<file path="src/rtl/flash_guard_pkg.sv">
package flash_guard_pkg;

  localparam logic [7:0] OP_WRSR  = 8'h01;
  localparam logic [7:0] OP_PROG  = 8'h02;
  localparam logic [7:0] OP_READ  = 8'h03;
  localparam logic [7:0] OP_WRDI  = 8'h04;
  localparam logic [7:0] OP_RDSR  = 8'h05;
  localparam logic [7:0] OP_WREN  = 8'h06;
  localparam logic [7:0] OP_FREAD = 8'h0B;
  localparam logic [7:0] OP_SECT  = 8'h20;
  localparam logic [7:0] OP_EWSR  = 8'h50;
  localparam logic [7:0] OP_BLK   = 8'h52;
  localparam logic [7:0] OP_CHIP  = 8'h60;
  localparam logic [7:0] OP_ID0   = 8'h90;
  localparam logic [7:0] OP_ID1   = 8'hAB;
  localparam logic [7:0] OP_AAI   = 8'hAF;

  typedef enum logic [1:0] {
    MK_PROG = 2'd0,
    MK_SECT = 2'd1,
    MK_BLK  = 2'd2,
    MK_CHIP = 2'd3
  } mem_kind_e;

endpackage

</file>
<file path="src/rtl/fg_protect.sv">
module fg_protect #(
  parameter int AW = 18
) (
  input  logic [1:0]    bp,
  input  logic [AW-1:0] addr,
  output logic          hit,
  output logic [AW-1:0] top_free
);
  always_comb begin
    case (bp)
      2'b00: begin
        hit      = 1'b0;
        top_free = '1;
      end
      2'b01: begin
        hit      = addr[AW-1] & addr[AW-2];
        top_free = {2'b10, {(AW-2){1'b1}}};
      end
      2'b10: begin
        hit      = addr[AW-1];
        top_free = {1'b0, {(AW-1){1'b1}}};
      end
      default: begin
        hit      = 1'b1;
        top_free = '0;
      end
    endcase
  end
endmodule

</file>
<file path="src/rtl/fg_busy_timer.sv">
module fg_busy_timer #(
  parameter int CW = 5
) (
  input  logic          clk,
  input  logic          rst,
  input  logic          start,
  input  logic [CW-1:0] load,
  output logic          busy,
  output logic          done
);
  logic [CW-1:0] cnt_q;

  always_ff @(posedge clk) begin
    if (rst) begin
      cnt_q <= '0;
      busy  <= 1'b0;
    end else if (start) begin
      cnt_q <= load;
      busy  <= 1'b1;
    end else if (busy) begin
      cnt_q <= cnt_q - CW'(1);
      busy  <= (cnt_q != CW'(1));
    end
  end

  assign done = busy && (cnt_q == CW'(1));


  timer_start_chk: assert property (@(posedge clk) disable iff (rst)
    start |=> busy);


  timer_end_chk: assert property (@(posedge clk) disable iff (rst)
    done |=> !busy);
endmodule

</file>
<file path="src/rtl/fg_status_word.sv">
module fg_status_word (
  input  logic       clk,
  input  logic       rst,
  input  logic       wr_en,
  input  logic [7:0] wr_data,
  input  logic       wp_n,
  output logic [1:0] bp,
  output logic       lock,
  output logic       wr_ok
);
  always_ff @(posedge clk) begin
    if (rst) begin
      bp   <= 2'b11;
      lock <= 1'b0;
    end else if (wr_en && wr_ok) begin
      bp   <= wr_data[3:2];
      lock <= wr_data[7];
    end
  end

  assign wr_ok = wp_n || !lock;


  lock_hold_chk: assert property (@(posedge clk) disable iff (rst)
    (!wp_n && lock) |=> (lock && $stable(bp)));
endmodule

</file>
<file path="src/rtl/flash_guard.sv">
module flash_guard
  import flash_guard_pkg::*;
#(
  parameter int AW       = 18,
  parameter int PROG_CYC = 6,
  parameter int SECT_CYC = 10,
  parameter int BLK_CYC  = 14,
  parameter int CHIP_CYC = 18
) (
  input  logic          clk,
  input  logic          rst,
  input  logic          op_valid,
  input  logic [7:0]    op_code,
  input  logic [AW-1:0] op_addr,
  input  logic [7:0]    op_data,
  input  logic          wp_n,
  output logic [7:0]    status_byte,
  output logic          op_accepted,
  output logic          op_ignored,
  output logic          mem_req,
  output logic [1:0]    mem_kind,
  output logic [AW-1:0] mem_addr,
  output logic [7:0]    mem_data
);
  localparam int MAX_AB = (PROG_CYC > SECT_CYC) ? PROG_CYC : SECT_CYC;
  localparam int MAX_CD = (BLK_CYC > CHIP_CYC) ? BLK_CYC : CHIP_CYC;
  localparam int MAXC   = (MAX_AB > MAX_CD) ? MAX_AB : MAX_CD;
  localparam int CW     = $clog2(MAXC + 1);
  localparam int SECT_LSB = 12;
  localparam int BLK_LSB  = 15;

  logic          wel_q, aai_q, arm_q, pend_wel_q, pend_aai_q;
  logic [AW-1:0] ptr_q;
  logic          busy, done;
  logic [1:0]    bp;
  logic          lock, wr_ok;
  logic          op_hit, ptr_hit;
  logic [AW-1:0] top_free, top_free_unused;

  // decision signals
  logic          acc, start, set_wel, clr_wel, set_aai, clr_aai, wr_go;
  logic          fin_wel, fin_aai, step_ptr;
  logic [CW-1:0] load;
  mem_kind_e     kind;
  logic [AW-1:0] tgt, nxt_ptr;
  logic [7:0]    dat;

  fg_protect #(.AW(AW)) u_prot_op (
    .bp(bp), .addr(op_addr), .hit(op_hit), .top_free(top_free));

  fg_protect #(.AW(AW)) u_prot_ptr (
    .bp(bp), .addr(ptr_q), .hit(ptr_hit), .top_free(top_free_unused));

  fg_busy_timer #(.CW(CW)) u_timer (
    .clk(clk), .rst(rst), .start(start), .load(load),
    .busy(busy), .done(done));

  fg_status_word u_sw (
    .clk(clk), .rst(rst), .wr_en(wr_go), .wr_data(op_data), .wp_n(wp_n),
    .bp(bp), .lock(lock), .wr_ok(wr_ok));

  always_comb begin
    acc      = 1'b0;
    start    = 1'b0;
    load     = '0;
    kind     = MK_PROG;
    tgt      = op_addr;
    dat      = 8'hFF;
    set_wel  = 1'b0;
    clr_wel  = 1'b0;
    set_aai  = 1'b0;
    clr_aai  = 1'b0;
    wr_go    = 1'b0;
    fin_wel  = 1'b0;
    fin_aai  = 1'b0;
    step_ptr = 1'b0;
    nxt_ptr  = ptr_q;
    if (op_valid) begin
      if (busy) begin
        acc = (op_code == OP_RDSR);
      end else begin
        case (op_code)
          OP_RDSR, OP_READ, OP_FREAD, OP_ID0, OP_ID1, OP_EWSR: acc = 1'b1;
          OP_WREN: begin
            acc     = 1'b1;
            set_wel = 1'b1;
          end
          OP_WRDI: begin
            acc     = 1'b1;
            clr_wel = 1'b1;
            clr_aai = 1'b1;
          end
          OP_WRSR: begin
            if (arm_q && wr_ok) begin
              acc   = 1'b1;
              wr_go = 1'b1;
            end
          end
          OP_PROG: begin
            if (wel_q && !op_hit) begin
              acc     = 1'b1;
              start   = 1'b1;
              load    = CW'(PROG_CYC);
              dat     = op_data;
              fin_wel = 1'b1;
            end
          end
          OP_SECT: begin
            if (wel_q && !op_hit) begin
              acc     = 1'b1;
              start   = 1'b1;
              load    = CW'(SECT_CYC);
              kind    = MK_SECT;
              tgt     = {op_addr[AW-1:SECT_LSB], {SECT_LSB{1'b0}}};
              fin_wel = 1'b1;
            end
          end
          OP_BLK: begin
            if (wel_q && !op_hit) begin
              acc     = 1'b1;
              start   = 1'b1;
              load    = CW'(BLK_CYC);
              kind    = MK_BLK;
              tgt     = {op_addr[AW-1:BLK_LSB], {BLK_LSB{1'b0}}};
              fin_wel = 1'b1;
            end
          end
          OP_CHIP: begin
            if (wel_q && bp == 2'b00) begin
              acc     = 1'b1;
              start   = 1'b1;
              load    = CW'(CHIP_CYC);
              kind    = MK_CHIP;
              tgt     = '0;
              fin_wel = 1'b1;
            end
          end
          OP_AAI: begin
            if (!aai_q) begin
              if (wel_q && !op_hit) begin
                acc      = 1'b1;
                start    = 1'b1;
                load     = CW'(PROG_CYC);
                dat      = op_data;
                set_aai  = 1'b1;
                step_ptr = 1'b1;
                nxt_ptr  = op_addr + AW'(1);
                fin_wel  = (op_addr == top_free);
                fin_aai  = (op_addr == top_free);
              end
            end else if (wel_q && !ptr_hit) begin
              acc      = 1'b1;
              start    = 1'b1;
              load     = CW'(PROG_CYC);
              tgt      = ptr_q;
              dat      = op_data;
              step_ptr = 1'b1;
              nxt_ptr  = ptr_q + AW'(1);
              fin_wel  = (ptr_q == top_free);
              fin_aai  = (ptr_q == top_free);
            end
          end
          default: acc = 1'b0;
        endcase
      end
    end
  end

  always_ff @(posedge clk) begin
    if (rst) begin
      wel_q       <= 1'b0;
      aai_q       <= 1'b0;
      arm_q       <= 1'b0;
      pend_wel_q  <= 1'b0;
      pend_aai_q  <= 1'b0;
      ptr_q       <= '0;
      op_accepted <= 1'b0;
      op_ignored  <= 1'b0;
      mem_req     <= 1'b0;
      mem_kind    <= 2'd0;
      mem_addr    <= '0;
      mem_data    <= 8'h00;
    end else begin
      op_accepted <= acc;
      op_ignored  <= op_valid && !acc;
      mem_req     <= start;
      if (start) begin
        mem_kind   <= kind;
        mem_addr   <= tgt;
        mem_data   <= dat;
        pend_wel_q <= fin_wel;
        pend_aai_q <= fin_aai;
      end
      if (step_ptr) ptr_q <= nxt_ptr;
      if (op_valid) arm_q <= !busy && (op_code == OP_EWSR);
      if (set_wel) wel_q <= 1'b1;
      else if (clr_wel || (done && pend_wel_q)) wel_q <= 1'b0;
      if (set_aai) aai_q <= 1'b1;
      else if (clr_aai || (done && pend_aai_q)) aai_q <= 1'b0;
    end
  end

  assign status_byte = {lock, aai_q, 2'b00, bp, wel_q, busy};


  one_answer_chk: assert property (@(posedge clk) disable iff (rst)
    !(op_accepted && op_ignored));


  req_acc_chk: assert property (@(posedge clk) disable iff (rst)
    mem_req |-> op_accepted);


  req_busy_chk: assert property (@(posedge clk) disable iff (rst)
    mem_req |-> busy);


  req_wel_chk: assert property (@(posedge clk) disable iff (rst)
    mem_req |-> $past(wel_q));


  busy_drop_chk: assert property (@(posedge clk) disable iff (rst)
    (op_valid && busy && op_code != OP_RDSR) |=> (op_ignored && !mem_req));


  chip_fence_chk: assert property (@(posedge clk) disable iff (rst)
    (op_valid && op_code == OP_CHIP && bp != 2'b00) |=> !mem_req);
endmodule

</file>
<file path="config.mk">
export PLATFORM = sky130hd
export DESIGN_NAME = flash_guard
export DESIGN_NICKNAME = d
export VERILOG_FILES = /design/src/rtl/flash_guard_pkg.sv /design/src/rtl/fg_protect.sv /design/src/rtl/fg_busy_timer.sv /design/src/rtl/fg_status_word.sv /design/src/rtl/flash_guard.sv
export SDC_FILE = /design/constraint.sdc
export NUM_CORES = 1
export LEC_CHECK = 0
export BUFFER_PORTS_ARGS = -buffer_cell sky130_fd_sc_hd__buf_2
export CAP_MARGIN = 30
export CORE_MARGIN = 4
export CORE_UTILIZATION = 53
export CTS_BUF_LIST = sky130_fd_sc_hd__clkbuf_4
export DETAILED_ROUTE_END_ITERATION = 7
export MAX_ROUTING_LAYER = met4
export PLACE_DENSITY = 0.79
export SLEW_MARGIN = 15
export SYNTH_ARGS = -nofsm -noshare
export SYNTH_HDL_FRONTEND = slang
export SYNTH_SLANG_ARGS = --single-unit
</file>
<file path="constraint.sdc">
create_clock -name clk -period 3.2 [get_ports clk]
set_input_delay 0.32 -clock clk [delete_from_list [all_inputs] [get_ports clk]]
set_output_delay 0.32 -clock clk [all_outputs]
set_load 0.005 [all_outputs]
</file>
==> results.md <==
- Worst VDD drop: 0.2213 mV
- Largest stage delay, worst path: 0.63 ns
- Buf+Inv Stages, Crit Path: 0
- Worst-skew pair later-pin latency: 0.43 ns
- Largest area contributor in the netlist: dfxtp_1
- Layout Skew: 0.02042 ns
- Initial DRC count: 490
- CTS Buffer Depth: 2
- Least-Margin Pin Slew: 0.9619 ns
- Reg2Reg Setup Slack: 0.57 ns
- DR vias: 4698
- Filler cells: 778
- Setup TNS: 0 ns
- Psw: 449.0 µW
- Slew headroom: 35.33%
- Overflow after GRT: 0
- Seq/Total Area, Yosys: 28.49%
- Fin util: 60.30%
- Achievable frequency: 380.8 MHz
- Sequential share of power: 48.9%
- Cell family with most CP delay: compound AO/OA/AOI/OAI gates
- Final #Nets: 669
- Post-synthesis async set-or-reset flop share: 0%
- Port Buffer Count: 74
- RSZ-0062 raised after global routing: false
- Remaining DRCs: 0
- Library cells used by synthesis: 74
- Critical Path RT: 3.56 ns
- Cell Chain, Critical Path: nand2_1 -> a221oi_2 -> o211ai_1 -> nor2_1 -> nand3b_1 -> a31oi_1
- All-Layer GR Usage: 26.07%
- Mapped Cells: 588
- Overall Power: 1.612 mW
- Post-CTS sizing: 0
- Placed Area: 4751 µm²
- Internal cell power: 1.163 mW
- Reg clk slew, reported paths: 0.13 ns
- Vias in the first global route: 4156
- FF/Latch Area: 1262 µm²
- Syn avg cell area: 7.528 µm²
- Cts bufs inserted: 9
- Largest net degree at the start of global routing: 54
- Synth area leaders: dfxtp_1 (28%), a21oi_1 (5.4%), nor2_1 (5.3%)
- EDFF count, synth: 0
- H-tree lvl count: 3
- Final count of hold timing violations: 0
- Worst Hold Class: in2reg
- Die area: 9878 µm²
- CTS Hold Bufs: 0
- Type of destination of the critical path: flip-flop
- Synth-to-layout area growth: 11.36%
- Via-per-instance ratio: 6.366
- Layout cells sized above 1: 21.48%
- Worst setup SP type: flip-flop
- RePlAce Congestion: 0.9816
- Outcome: finished clean
- Synth top area share: 28.49%
- Period minus WS final: 2.626 ns
- Clk sinks: 63
- Final setup viols: 0
- Top cells by count, synth: dfxtp_1 (63), nor2_1 (62), a21oi_1 (48)
- Number of routed nets with antenna violations: 0
- Footprint of the multi-input gates: 2858 µm²
- Row Count: 33
- Diodes inserted: 0
- Clock Root Buffer: clkbuf_4
- Initial DRT Pass Iterations: 5
- WP data arrival: 2.98 ns
- Predominant post-synthesis flop cell: dfxtp_1
- WS Path Type: reg2reg
- Post-synthesis register bit count: 63
- Switch share: 27.86%
- Design area: 4930 µm²
- Crit Path Max Fanout: 21
- Initial Util: 54.15%
- Clock network fraction of total power: 41.8%
- First-pass GRT wire length: 20660 µm
- Most instantiated library cell after synthesis: dfxtp_1
- Post-DR wirelength/cell: 17.25 µm
- # IOs: 77
- Core Region: 8175 µm²
- Slew Viols, Final: 0
- Width of the die: 99.39 µm
- Final wirelength: 12730 µm
- Die Height: 99.39 µm
- Max Cap Viol: 0
- CTS tree: yes
- Synthesized cell area: 4427 µm²
- Comb pwr share: 9.3%
- Final HPWL DP: 9245 µm
- Power Dens Cells: 326.9 nW/µm²
- Setup Buffers After CTS: 0
- Ys Warns: 0
- Final hold slack: 0.1166 ns
- Slowest CP cell: dfxtp_2
- Final period utilization: 82.06%
- Initial antenna violation count: 0
- Total leakage power: 1.722 nW
## cells by family (layout without fill, tap and decap cells)
kind of cell | Yosys count | after routing | synth area share [%]
AO/OA/AOI/OAI | 172 | 172 | 27.98
XOR/XNOR | 13 | 13 | 2.572
adder cells (fa/ha/maj) | 3 | 3 | 0.8480
buffers and inverters | 68 | 112 | 7.123
flip-flops | 63 | 63 | 28.49
multiplexers | 12 | 12 | 2.770
other | 1 | 2 | 0.08471
AND/OR/NAND/NOR | 256 | 256 | 30.13
## routing by layer
metal	GRT usage, %	part of all wire, %	vias up
li1	-	-	2252
met1	37.14	45	2170
met2	38.48	44	256
met3	5.259	8.9	20
met4	5.147	1.6	0
met5	-	0	-
## flip-flops by register name (all words and copies together), names as in the netlist, 2 cells and up
| register | cells |
|---|---|
| mem_addr | 18 |
| mem_data | 8 |
| mem_kind | 2 |
| ptr_q | 18 |
| u_sw.bp | 2 |
| u_timer.cnt_q | 5 |
## worst reg2reg max path: stages (launching register included)
cell and delay, ns:
dfxtp_2 0.63, nand2_1 0.21, a221oi_2 0.50, o211ai_1 0.30, nor2_1 0.55, nand3b_1 0.17, a31oi_1 0.20
## layout make-up
class / count / share of cell area (%)
multi-input combinational: 458 / 57.97
sequential: 63 / 25.61
timing repair buffer: 85 / 9.442
tap: 105 / 2.665
clock inverter: 7 / 2.107
clock buffer: 9 / 1.371
inverter: 11 / 0.8376
## cell usage in the layout (no fill, tap or decap), types with 11 or more instances in the layout
master | netlist | layout
o21ai_0 | 24 | 24
nand3_1 | 37 | 37
nor3_1 | 19 | 19
nand3b_1 | 12 | 12
buf_2 | 5 | 74
a21oi_1 | 48 | 48
nor2b_1 | 18 | 18
nor4_1 | 13 | 13
a31oi_1 | 16 | 16
nand2_1 | 44 | 44
inv_1 | 11 | 11
nor2_1 | 62 | 62
dfxtp_1 | 63 | 62
a211oi_2 | 18 | 18
## path summary, 6_finish.rpt
path                                  from                        to  cells after the start
setup reg to reg        aai_q$_SDFFE_PP0P_     ptr_q[2]$_SDFFE_PP0P_                      6
hold / removal                  op_data[3]   u_sw.bp[1]$_SDFFE_PP1P_                      2
hold reg to reg   mem_kind[1]$_SDFFE_PP0P_  mem_kind[1]$_SDFFE_PP0P_                      2
setup / recovery        aai_q$_SDFFE_PP0P_     ptr_q[2]$_SDFFE_PP0P_                      6
## stage by stage
stage / setup WS [ns] / std cells
global route: 0.3552 / 738
finish: 0.5741 / 738
global placement: 0.6269 / 721
CTS: 0.6087 / 737
detailed placement: 0.4760 / 721
floorplan: 0.005474 / 589
## power groups by stage
stage / registers (mW) / logic (mW) / clock network, mW
after CTS: 0.788 / 0.147 / 0.687
after global routing: 0.788 / 0.164 / 0.720
after floorplan: 0.805 / 0.0889 / 0
after detailed placement: 0.805 / 0.146 / 0
final: 0.788 / 0.150 / 0.674
after global placement: 0.805 / 0.144 / 0
No activity file was read; power rests on OpenSTA's default activity.
